[src/rtl/regstat_pkg.sv]
package regstat_pkg;
  function automatic int tag_bits(input int n_tags);
    return (n_tags < 1) ? 1 : $clog2(n_tags + 1);
  endfunction

  function automatic int idx_bits(input int n_regs);
    return (n_regs < 2) ? 1 : $clog2(n_regs);
  endfunction
endpackage

[src/rtl/regstat_entry.sv]
module regstat_entry #(
  parameter int DATA_W = 32,
  parameter int TAG_W  = 3
) (
  input  logic              clk,
  input  logic              rst_n,
  input  logic              ren_hit,
  input  logic [TAG_W-1:0]  ren_tag,
  input  logic              cdb_valid,
  input  logic [TAG_W-1:0]  cdb_tag,
  input  logic [DATA_W-1:0] cdb_value,
  output logic              busy_q,
  output logic [TAG_W-1:0]  tag_q,
  output logic [DATA_W-1:0] value_q
);
  logic              cap_hit;
  logic              upd_en;
  logic              busy_d;
  logic [TAG_W-1:0]  tag_d;
  logic [DATA_W-1:0] value_d;

  always_comb begin
    cap_hit = busy_q && cdb_valid && (cdb_tag == tag_q);
    upd_en  = ren_hit || cap_hit;
    busy_d  = busy_q;
    tag_d   = tag_q;
    value_d = value_q;
    if (ren_hit) begin
      busy_d = 1'b1;
      tag_d  = ren_tag;
    end else if (cap_hit) begin
      busy_d  = 1'b0;
      tag_d   = '0;
      value_d = cdb_value;
    end
  end

  always_ff @(posedge clk or negedge rst_n) begin
    if (!rst_n) begin
      busy_q  <= 1'b0;
      tag_q   <= '0;
      value_q <= '0;
    end else if (upd_en) begin
      busy_q  <= busy_d;
      tag_q   <= tag_d;
      value_q <= value_d;
    end
  end

  // matching broadcast completes the entry
  a_r3_capture: assert property (@(posedge clk) disable iff (!rst_n)
    (busy_q && cdb_valid && cdb_tag == tag_q && !ren_hit)
      |=> (!busy_q && value_q == $past(cdb_value)));

  // no rename and no matching broadcast keeps the pending tag
  a_r4_hold_pending: assert property (@(posedge clk) disable iff (!rst_n)
    (busy_q && !ren_hit && !(cdb_valid && cdb_tag == tag_q))
      |=> (busy_q && tag_q == $past(tag_q)));

  // rename wins over a same-cycle broadcast
  a_r5_rename_wins: assert property (@(posedge clk) disable iff (!rst_n)
    ren_hit |=> (busy_q && tag_q == $past(ren_tag)));

  // a pending entry never holds the reserved tag
  a_r10_pending_tag: assert property (@(posedge clk) disable iff (!rst_n)
    busy_q |-> (tag_q != '0));
endmodule

[src/rtl/regstat_rdport.sv]
module regstat_rdport #(
  parameter int DATA_W = 32,
  parameter int TAG_W  = 3
) (
  input  logic              ent_busy,
  input  logic [TAG_W-1:0]  ent_tag,
  input  logic [DATA_W-1:0] ent_value,
  input  logic              cdb_valid,
  input  logic [TAG_W-1:0]  cdb_tag,
  input  logic [DATA_W-1:0] cdb_value,
  output logic              rd_ready,
  output logic [DATA_W-1:0] rd_value,
  output logic [TAG_W-1:0]  rd_tag
);
  logic byp_hit;

  always_comb begin
    byp_hit = ent_busy && cdb_valid && (cdb_tag == ent_tag);
    if (byp_hit) begin
      rd_ready = 1'b1;
      rd_value = cdb_value;
      rd_tag   = '0;
    end else if (ent_busy) begin
      rd_ready = 1'b0;
      rd_value = '0;
      rd_tag   = ent_tag;
    end else begin
      rd_ready = 1'b1;
      rd_value = ent_value;
      rd_tag   = '0;
    end
  end
endmodule

[src/rtl/regstat_file.sv]
module regstat_file
  import regstat_pkg::*;
#(
  parameter int NUM_REGS = 8,
  parameter int DATA_W   = 32,
  parameter int NUM_TAGS = 4,
  localparam int IDX_W   = idx_bits(NUM_REGS),
  localparam int TAG_W   = tag_bits(NUM_TAGS)
) (
  input  logic              clk,
  input  logic              rst_n,
  input  logic [IDX_W-1:0]  rda_idx,
  output logic              rda_ready,
  output logic [DATA_W-1:0] rda_value,
  output logic [TAG_W-1:0]  rda_tag,
  input  logic [IDX_W-1:0]  rdb_idx,
  output logic              rdb_ready,
  output logic [DATA_W-1:0] rdb_value,
  output logic [TAG_W-1:0]  rdb_tag,
  input  logic              ren_en,
  input  logic [IDX_W-1:0]  ren_idx,
  input  logic [TAG_W-1:0]  ren_tag,
  input  logic              cdb_valid,
  input  logic [TAG_W-1:0]  cdb_tag,
  input  logic [DATA_W-1:0] cdb_value
);
  logic [NUM_REGS-1:0] busy_vec;
  logic [TAG_W-1:0]    tag_arr   [NUM_REGS];
  logic [DATA_W-1:0]   value_arr [NUM_REGS];
  logic [NUM_REGS-1:0] ren_hit_vec;
  logic                ren_live;

  assign ren_live = ren_en && (ren_tag != '0);

  for (genvar gi = 0; gi < NUM_REGS; gi++) begin : g_ent
    assign ren_hit_vec[gi] = ren_live && (ren_idx == IDX_W'(gi));
    regstat_entry #(.DATA_W(DATA_W), .TAG_W(TAG_W)) u_ent (
      .clk       (clk),
      .rst_n     (rst_n),
      .ren_hit   (ren_hit_vec[gi]),
      .ren_tag   (ren_tag),
      .cdb_valid (cdb_valid),
      .cdb_tag   (cdb_tag),
      .cdb_value (cdb_value),
      .busy_q    (busy_vec[gi]),
      .tag_q     (tag_arr[gi]),
      .value_q   (value_arr[gi])
    );
  end

  localparam int NPORT = 2;
  logic [IDX_W-1:0]  sel_idx   [NPORT];
  logic              sel_busy  [NPORT];
  logic [TAG_W-1:0]  sel_tag   [NPORT];
  logic [DATA_W-1:0] sel_value [NPORT];
  logic              out_ready [NPORT];
  logic [DATA_W-1:0] out_value [NPORT];
  logic [TAG_W-1:0]  out_tag   [NPORT];

  assign sel_idx[0] = rda_idx;
  assign sel_idx[1] = rdb_idx;

  for (genvar gp = 0; gp < NPORT; gp++) begin : g_port
    always_comb begin
      sel_busy[gp]  = 1'b0;
      sel_tag[gp]   = '0;
      sel_value[gp] = '0;
      for (int k = 0; k < NUM_REGS; k++) begin
        if (sel_idx[gp] == IDX_W'(k)) begin
          sel_busy[gp]  = busy_vec[k];
          sel_tag[gp]   = tag_arr[k];
          sel_value[gp] = value_arr[k];
        end
      end
    end

    regstat_rdport #(.DATA_W(DATA_W), .TAG_W(TAG_W)) u_rd (
      .ent_busy  (sel_busy[gp]),
      .ent_tag   (sel_tag[gp]),
      .ent_value (sel_value[gp]),
      .cdb_valid (cdb_valid),
      .cdb_tag   (cdb_tag),
      .cdb_value (cdb_value),
      .rd_ready  (out_ready[gp]),
      .rd_value  (out_value[gp]),
      .rd_tag    (out_tag[gp])
    );
  end

  assign rda_ready = out_ready[0];
  assign rda_value = out_value[0];
  assign rda_tag   = out_tag[0];
  assign rdb_ready = out_ready[1];
  assign rdb_value = out_value[1];
  assign rdb_tag   = out_tag[1];

  // a rename with the reserved tag leaves pending state untouched
  a_r7_zero_rename: assert property (@(posedge clk) disable iff (!rst_n)
    (ren_en && ren_tag == '0 && !cdb_valid) |=> $stable(busy_vec));

  // read port outputs agree with the ready flag
  a_r10_port_a: assert property (@(posedge clk) disable iff (!rst_n)
    rda_ready ? (rda_tag == '0) : (rda_tag != '0 && rda_value == '0));
  a_r10_port_b: assert property (@(posedge clk) disable iff (!rst_n)
    rdb_ready ? (rdb_tag == '0) : (rdb_tag != '0 && rdb_value == '0));
endmodule

[config.mk]
export PLATFORM = sky130hd
export DESIGN_NAME = regstat_file
export DESIGN_NICKNAME = d
export VERILOG_FILES = /design/src/rtl/regstat_pkg.sv /design/src/rtl/regstat_entry.sv /design/src/rtl/regstat_rdport.sv /design/src/rtl/regstat_file.sv
export SDC_FILE = /design/constraint.sdc
export NUM_CORES = 1
export LEC_CHECK = 0
export BUFFER_PORTS_ARGS = -buffer_cell sky130_fd_sc_hd__buf_4
export CAP_MARGIN = 25
export CORE_MARGIN = 5
export CORE_UTILIZATION = 40
export CTS_CLUSTER_DIAMETER = 200
export DETAILED_ROUTE_END_ITERATION = 10
export GPL_TIMING_DRIVEN = 0
export PLACE_DENSITY = 0.6
export SYNTH_ARGS = -nofsm -noshare
export SYNTH_HDL_FRONTEND = slang
export SYNTH_SLANG_ARGS = --single-unit
[constraint.sdc]
create_clock -name clk -period 4.5 [get_ports clk]
set_clock_uncertainty 0.15 [all_clocks]
set_input_delay 0.45 -clock clk [delete_from_list [all_inputs] [get_ports clk]]
set_output_delay 0.45 -clock clk [all_outputs]
set_load 0.02 [all_outputs]
# Word-level counts from Yosys, hierarchy flattened
# Cells that the tools add are included.
word_totals:
  register_bits: 288
  wordCells: 220
  inputBits: 51
op_classes:
  bitwise_logic: 8
  n_eq_ne: 31
  muxes: 92
  reduce_logical: 65
op_table:
  columns: ["op", "n"]
  rows:
  - ["two-way mux 32 bit", 20]
  - ["two-way mux 3 bit", 36]
  - ["== test 3 bit (second input constant)", 12]
  - ["two-way mux 1 bit", 36]
  - ["== test 3 bit", 10]
  - ["logical AND 1 bit", 29]
  - ["AND reduction 3 bit", 8]
  - ["== test 3 x 2 -> 1 bit (second input constant)", 6]
  - ["AND reduction 2 bit", 8]
  - ["nonzero test 2 bit", 8]
  - ["== test 3 x 1 -> 1 bit (second input constant)", 3]
  - ["logical NOT 3 bit", 3]
  - ["logical OR 1 bit", 8]
  - ["inverter 1 bit", 8]
  - ["nonzero test 3 bit", 1]

# Longest topological paths before layout
# Gate-level depths: netlist of the first run.
logic_depth:
  word_depth: 12
  ltp_mapped: 11
  depth_no_buf: 6

# Hierarchy
# From an unflattened synthesis of the first run, not the netlist that was laid out.
unflattened:
  cells_unflattened: 1504
  hier_area_um2: 17132.7
modules_own_cells:
  columns: ["mod", "cells_per_inst", "seq_area_each_um2", "area_per_inst_um2", "n_inst"]
  rows:
  - ["regstat_entry", 89, 900.9, 1417.6, 8]
  - ["regstat_file", 690, 0.0, 4973.5, 1]
  - ["regstat_rdport", 51, 0.0, 409.1, 2]

# Worst setup path after synthesis of the first run
# OpenSTA, ideal clock, no wires.
synth_path:
  path_kind: "input to output"
  startpoint: "input port rda_idx[1]"
  endpoint: "output port rda_value[10]"
  slack_ps: 1428
  path_stages: 8
  arrival_time_ps: 2472
  path_buffers: 2
  required_time_ps: 3900
  path_cell_list: "buf_2 > and2b_1 > a21oi_1 > a222oi_1 > or3_1 > o211ai_2 > clkbuf_1 > o31ai_1"
synth_via:
  elab_chain_len: 12
  elab_cells_between_ends: 37
synth_lines:
  columns: ["element", "line_no", "text"]
  rows:
  - ["start: declaration", "regstat_file.sv:12", "input logic [IDX_W-1:0] rda_idx,"]
  - ["logical NOT 3 bit", "regstat_file.sv:69", "if (sel_idx[gp] == IDX_W'(k)) begin"]
  - ["two-way mux 3 bit or two-way mux 1 bit (tied branches) (8 in a row)", "regstat_file.sv:69", null]
  - ["== test 3 bit or logical AND 1 bit (tied branches)", "regstat_rdport.sv:18", "byp_hit = ent_busy && cdb_valid && (cdb_tag == ent_tag);"]
  - ["logical AND 1 bit", "regstat_rdport.sv:18", null]
  - ["two-way mux 32 bit (*)", "regstat_rdport.sv:19", "if (byp_hit) begin"]
  - ["end: declaration", "regstat_file.sv:14", "output logic [DATA_W-1:0] rda_value,"]
# Every way passes the cells marked *; elsewhere a longest branch is shown, timed or not.

# Final worst setup path of the first run
layout_path:
  startpoint: "input port rda_idx[0]"
  endpoint: "output port rda_value[26]"
# The elaborated chain is that of the path after synthesis.

==> run metrics, run 1 <==
outcome completed; EDFF count, synth 0; final net count 1735; Leakage 8.13 nW; post-synth top area share 0.423; fin cells 2248; CP Launch Point rda_idx[0]; min-delay worst type in2reg; Synth Instances 1560; Die X 216 µm; DRT Pass-1 Iters 6; clock power share 0.226; Psw 0.00449 W; TritonCTS buffer count 35; Worst-Margin Slew 1.09 ns; Synth area leaders dfrtp_1, mux2_2, mux4_2, mux2_1, nand2_1; final setup vio count 0; worst vdd ir 0.272 mV; synthesized net count 1611; HP Start ren_tag[0]; H-tree level count 2; Clock transition at path regs 0.06 ns; die area 46800 µm²; area delta synth->final 14.7%; pwr dens 630 nW/µm²; GRT overflow 0; Logic pwr share 0.372; Detailed Place HPWL 42.6 mm; area of the multi-input gates 9050 µm²; period utilization 0.956; Worst slew margin 0.272; YS warnings 0; Yosys reg bits 288; CP Data Required Time 3.90 ns; crit end category output pin; # IOs 123; CTS tree built; Tot GR Track Use 0.265; chip height 216 µm; WS Path Type in2out; Antenna Violating Nets Remaining 0; vias in the first global route 14291; CP Cell Sequence buf_4, buf_2, buf_2, nand2b_1, nor2_2, clkbuf_1, a221oi_1, o21ai_0, nand2_1, o31ai_1, buf_4; cell taking the most area after synthesis dfrtp_1; top_reg_cell synth dfrtp_1; switch share 0.364; Final Util 0.465; r2r startpoint g_ent[3].u_ent.tag_q[2]; TNS Setup 0 ns; # rows 75; register area share after synthesis 0.423; CTS Sinks 288; initial antenna violation count 2; RSZ-0062 raised after global routing no; worst-path fanout max 10; clk_lat worst skew 0.54 ns; starting density of the core 0.405; Via density 6.35; gp weighted congestion 0.937; Routed WL per cell 28.4 µm; Fin. Hold Viols 0; largest net degree at the start of global routing 109; Pint 0.00782 W; Reg area 7210 µm²; port bufs 79; Slew Viols, Final 0; Mapped Area 17000 µm²; Post-Syn Area per Cell 10.9 µm²; total chip power 0.0123 W; Max Cap Viol 0; Async S/R FF share, synth 1.00; fmax 232 MHz; CP startpoint kind primary input; dpl cells 2184; 1st-iter DRT viols 1774; Core ar. 42000 µm²; Distinct cells, synth 63; first-pass GRT wire length 94.1 mm; final WL 63.8 mm; minimum clock period 4.30 ns; critical path data arrival time 3.70 ns; DRC errors left 0; ratio of cells with drive above 1 in the final layout 0.298; post-CTS setup buffer count 0; via count 14280; Longest Clk Path Bufs 3; Seq pwr share 0.402; Critical-path top delay cell clkbuf_1; # fillers 3932; CP peak stage delay 0.64 ns; Root Buffer clkbuf_16
## final timing paths
kind                            slack, ns                    endpoint  cells after the start
worst min register to register       0.36  g_ent[4].u_ent.value_q[16]                      1
min in group asynchronous            0.36     g_ent[7].u_ent.tag_q[2]                      2
max in group asynchronous            2.80   g_ent[6].u_ent.value_q[9]                      3
worst max register to register       1.54  g_ent[3].u_ent.value_q[14]                      6
worst min-delay path                 0.13     g_ent[1].u_ent.tag_q[0]                      3
worst max-delay path                 0.20               rda_value[26]                     11
## state kept, by name, indices dropped and copies added (netlist names)
| register | cells |
|---|---|
| g_ent.u_ent.value_q | 256 |
| g_ent.u_ent.busy_q | 8 |
| g_ent.u_ent.tag_q | 24 |
## layer usage
layer	part of all wire	vias up	global-route usage	routed length, µm
li1	-	6051	-	-
met1	0.40	7144	0.359	25400
met3	0.10	203	0.0643	6700
met5	0.00020	-	0	13
met4	0.052	2	0.117	3300
met2	0.44	880	0.407	28400
## Yosys cell counts (3+ instances only)
master / number
dfrtp_1: 288
mux2_2: 238
nand2_1: 154
o21ai_0: 95
a21oi_1: 83
clkbuf_1: 60
mux2_1: 57
nor2_1: 57
buf_2: 49
o31ai_1: 46
mux2i_1: 44
mux4_2: 44
buf_1: 43
o22ai_1: 40
a221oi_1: 25
o2bb2ai_2: 25
inv_1: 22
a221o_1: 21
o21ai_1: 19
xor2_1: 17
nor3_1: 14
nand2b_1: 11
o211ai_1: 11
o31a_1: 9
xnor2_1: 8
nand3_1: 7
o2bb2ai_1: 7
a22o_1: 6
nand4_1: 6
a21o_1: 5
a22oi_1: 4
buf_6: 4
and3_1: 3
nor2b_1: 3
## kinds of logic after synthesis
family,after synthesis,share of synthesized area
xor+xnor,27,0.0148
flops,288,0.423
compound gates,411,0.169
buf+inv,183,0.0462
simple gates,267,0.0670
mux,384,0.280
## final cells by class
type,instances,area share
inverter,24,0.00461
tap,539,0.0345
timing repair buffer,87,0.0368
sequential,288,0.369
clock buffer,55,0.0543
antenna,1,0.000128
buffer,159,0.0357
clock inverter,6,0.00243
multi-input combinational,1089,0.463
## timing repair
item,in CTS,in global routing
endpoints found under the hold margin,97,0
hold buffers,1,0
resized for setup,0,1
setup endpoints to repair,0,5
## placed cells by master, fill, tap and decap left out, types with 14 or more instances in the layout
| cell | n |
|---|---|
| dfrtp_1 | 288 |
| mux2_2 | 238 |
| nand2_1 | 154 |
| o21ai_0 | 95 |
| a21oi_1 | 83 |
| buf_4 | 81 |
| clkbuf_1 | 70 |
| mux2_1 | 57 |
| nor2_1 | 56 |
| buf_2 | 50 |
| o31ai_1 | 46 |
| mux4_2 | 44 |
| mux2i_1 | 44 |
| buf_1 | 43 |
| o22ai_1 | 40 |
| clkbuf_16 | 36 |
| a221oi_1 | 25 |
| o2bb2ai_2 | 25 |
| inv_1 | 22 |
| a221o_1 | 21 |
| o21ai_1 | 19 |
| xor2_1 | 17 |
| nor3_1 | 14 |
## through the flow
stage	hold slack [ns]	worst slack, ns	cell area (µm²)
2_1_floorplan	0.00441	1.43	17000
3_3_place_gp	0.340	0.0940	18300
4_1_cts	0.120	0.0793	19500
3_5_place_dp	0.347	0.109	18400
5_1_grt	0.146	0.119	19500
6_report	0.131	0.196	19500
## worst max-delay path: cells and delay by family
kind	cells	cell delay, ns
buffers and inverters	5	1.68
and+or+nand+nor	3	0.96
AOI/OAI and AO/OA	3	0.59
## power groups by stage
stage / Combinational (W) / Sequential [W] / Clock [W]
3_3_place_gp: 0.00442 / 0.00486 / 0
6_report: 0.00458 / 0.00495 / 0.00278
3_5_place_dp: 0.00454 / 0.00492 / 0
2_1_floorplan: 0.00332 / 0.00455 / 0
4_1_cts: 0.00456 / 0.00489 / 0.00280
5_1_grt: 0.00494 / 0.00508 / 0.00292
(Power assumes the default switching activity.)
==> run 2: changes to the inputs <==
--- a/config.mk
+++ b/config.mk
@@ -7,12 +7,11 @@
 export LEC_CHECK = 0
 export BUFFER_PORTS_ARGS = -buffer_cell sky130_fd_sc_hd__buf_4
 export CAP_MARGIN = 25
-export CORE_MARGIN = 5
 export CORE_UTILIZATION = 40
-export CTS_CLUSTER_DIAMETER = 200
 export DETAILED_ROUTE_END_ITERATION = 10
 export GPL_TIMING_DRIVEN = 0
 export PLACE_DENSITY = 0.6
+export SLEW_MARGIN = 5
 export SYNTH_ARGS = -nofsm -noshare
 export SYNTH_HDL_FRONTEND = slang
 export SYNTH_SLANG_ARGS = --single-unit
==> run 2 against run 1 <==
  * Sequential share of layout area is essentially flat
  * Worst hold slack got worse by 0.026 ns
  * Global-route usage increased by 3.1 points
  * Critical path depth is 1 higher
  * Clock-buffer cell count decreased by 5
  * Setup slack got worse by 0.10 ns
  * First-iteration DRC count shrank 14%
  * Cell count about the same
  * Non-clock buffer count grew 1
  * Total power is 0.29% lower
  * Register-to-register slack got worse by 0.12 ns
  * Combinational power about the same
==> run metrics, run 2 (synthesized netlist as in run 1, its figures left out) <==
clock power share 0.223 (-0.003); Detailed Place HPWL 42.5 mm (-0.24%); Root Buffer clkbuf_16; max reg flops 256 (unchanged); period utilization 0.979 (+0.0227); Psw 0.00453 W (+0.95%); largest net degree at the start of global routing 92 (-16%); critical path data arrival time 3.81 ns (+0.11 ns); Worst slew margin 0.285 (+0.0132); final setup vio count 0 (unchanged); Final WS setup 0.0940 ns (-0.102 ns); CP Cell Sequence buf_2, buf_4, buf_2, buf_2, buf_2, nand3_1, clkbuf_1, nor2_1, o21ai_1, nand2_1, o31ai_1, buf_4; Clock transition at path regs 0.06 ns (about the same); vias in the first global route 14287 (-0.028%); CP Data Required Time 3.90 ns (about the same); min-delay worst type in2reg; Tot GR Track Use 0.296 (+0.0305); Worst-Margin Slew 1.07 ns (-0.0198 ns); Leakage 8.12 nW (-0.16%); initial antenna violation count 2 (unchanged); chip height 208 µm (-3.7%); most flop-heavy register g_ent.u_ent.value_q; Longest Clk Path Bufs 3 (unchanged); CTS tree built; CTS Sinks 288 (unchanged); Die X 208 µm (-3.7%); first-pass GRT wire length 94.8 mm (+0.68%); outcome completed; pwr dens 629 nW/µm² (-0.20%); GRT overflow 0 (unchanged); Critical-path top delay cell nand3_1; TNS Setup 0 ns (unchanged); die area 43400 µm² (-7.3%); starting density of the core 0.406 (+0.000907); H-tree level count 2 (unchanged); via count 14338 (+0.41%); port bufs 79 (unchanged); Fin. Hold Viols 0 (unchanged); Routed WL per cell 28.6 µm (+0.76%); top flop regs g_ent.u_ent.value_q (256), g_ent.u_ent.tag_q (24), g_ent.u_ent.busy_q (8); Antenna Violating Nets Remaining 0 (unchanged); clk_lat worst skew 0.57 ns (+0.03 ns); worst-path fanout max 10 (unchanged); minimum clock period 4.41 ns (+0.102 ns); Final Util 0.466 (+0.000653); # fillers 3944 (+0.31%); switch share 0.369 (+0.00450); Core ar. 41900 µm² (-0.22%); WS Path Type in2out; # rows 75 (unchanged); CP peak stage delay 0.67 ns (+0.03 ns); 1st-iter DRT viols 1531 (-14%); worst vdd ir 0.287 mV (+5.6%); RSZ-0062 raised after global routing no; Max Cap Viol 0 (unchanged); final net count 1736 (+0.058%); DRC errors left 0 (unchanged); area delta synth->final 14.6% (about the same); TritonCTS buffer count 35 (unchanged); crit end category output pin; CP startpoint kind primary input; ratio of cells with drive above 1 in the final layout 0.299 (+0.000996); gp weighted congestion 0.927 (-1.2%); Pint 0.00775 W (-0.99%); Logic pwr share 0.375 (+0.003); fmax 227 MHz (-2.3%); DRT Pass-1 Iters 6 (unchanged); most frequent cell on the critical path buf_2; final WL 64.3 mm (+0.80%); Slew Viols, Final 0 (unchanged); post-place setup slack 0.0180 ns (-0.0913 ns); commonest cells after routing, fill and taps aside dfrtp_1, mux2_2, nand2_1; Via density 6.38 (+0.36%); Seq pwr share 0.402 (about the same); # IOs 123 (unchanged); commonest non-fill, non-tap cell in the layout dfrtp_1
==> run 2: cell types whose count changed in the layout (fill, tap and decap cells not counted), moves of 2 or more <==
| cell | before | now |
|---|---|---|
| clkbuf_8 | 9 | 6 |
| clkinv_2 | 3 | 5 |
| clkinvlp_4 | 1 | 3 |
| inv_6 | 1 | 3 |
==> run 2: critical path: cells and delay by family <==
family | cells | cell delay, ns
AO/OA/AOI/OAI | 2 | 0.23
buffers and inverters | 7 | 2.14
AND/OR/NAND/NOR | 3 | 0.96
==> run 2: routing by layer <==
layer	share of wire	vias to the layer above	track usage
li1	-	6044	-
met5	0.00020	-	0
met1	0.41	7294	0.402
met4	0.044	2	0.130
met3	0.10	181	0.0767
met2	0.45	817	0.444
==> run 2: power by group through the flow <==
stage	Combinational (W)	Sequential (W)	Clock [W]
2_1_floorplan	0.00332	0.00455	0
3_3_place_gp	0.00442	0.00485	0
3_5_place_dp	0.00456	0.00492	0
4_1_cts	0.00458	0.00489	0.00275
5_1_grt	0.00493	0.00509	0.00284
6_report	0.00460	0.00494	0.00274
==> run 2: layout make-up <==
class / instances / area (µm²) / area share
multi-input combinational: 1089 / 9050 / 0.463
sequential: 288 / 7210 / 0.369
clock inverter: 11 / 73.8 / 0.00378
antenna: 1 / 2.50 / 0.000128
clock buffer: 50 / 992 / 0.0508
buffer: 159 / 697 / 0.0357
timing repair buffer: 88 / 747 / 0.0382
inverter: 24 / 90.1 / 0.00461
tap: 539 / 674 / 0.0345
==> run 2: repair_timing <==
| item | CTS | global route |
|---|---|---|
| buffers inserted | 0 | 0 |
| hold buffers | 1 | 0 |
| hold endpoints to repair | 60 | 0 |
| gates resized for setup | 0 | 1 |
| endpoints found under the setup margin | 0 | 8 |
==> run 2: path summary, 6_finish.rpt <==
kind,from,endpoint,slack [ns],cells after the start
max in group asynchronous,rst_n,g_ent[2].u_ent.value_q[22],2.81,4
max reg2reg,g_ent[7].u_ent.tag_q[2],g_ent[7].u_ent.value_q[14],1.42,6
max,rda_idx[1],rda_value[17],0.09,12
min in group asynchronous,rst_n,g_ent[7].u_ent.tag_q[1],0.26,2
min,ren_tag[0],g_ent[6].u_ent.tag_q[0],0.11,3
min reg2reg,g_ent[4].u_ent.value_q[14],g_ent[4].u_ent.value_q[14],0.36,1
==> run 2: stage by stage <==
step	hold slack [ns]	power, W	std cells	area [µm²]
after floorplan	0.00441	0.00787	1560	17000
after global placement	0.339	0.00927	2178	18300
after detailed placement	0.272	0.00948	2185	18400
after CTS	0.0916	0.0122	2247	19500
after global routing	0.123	0.0129	2249	19500
final	0.105	0.0123	2249	19500
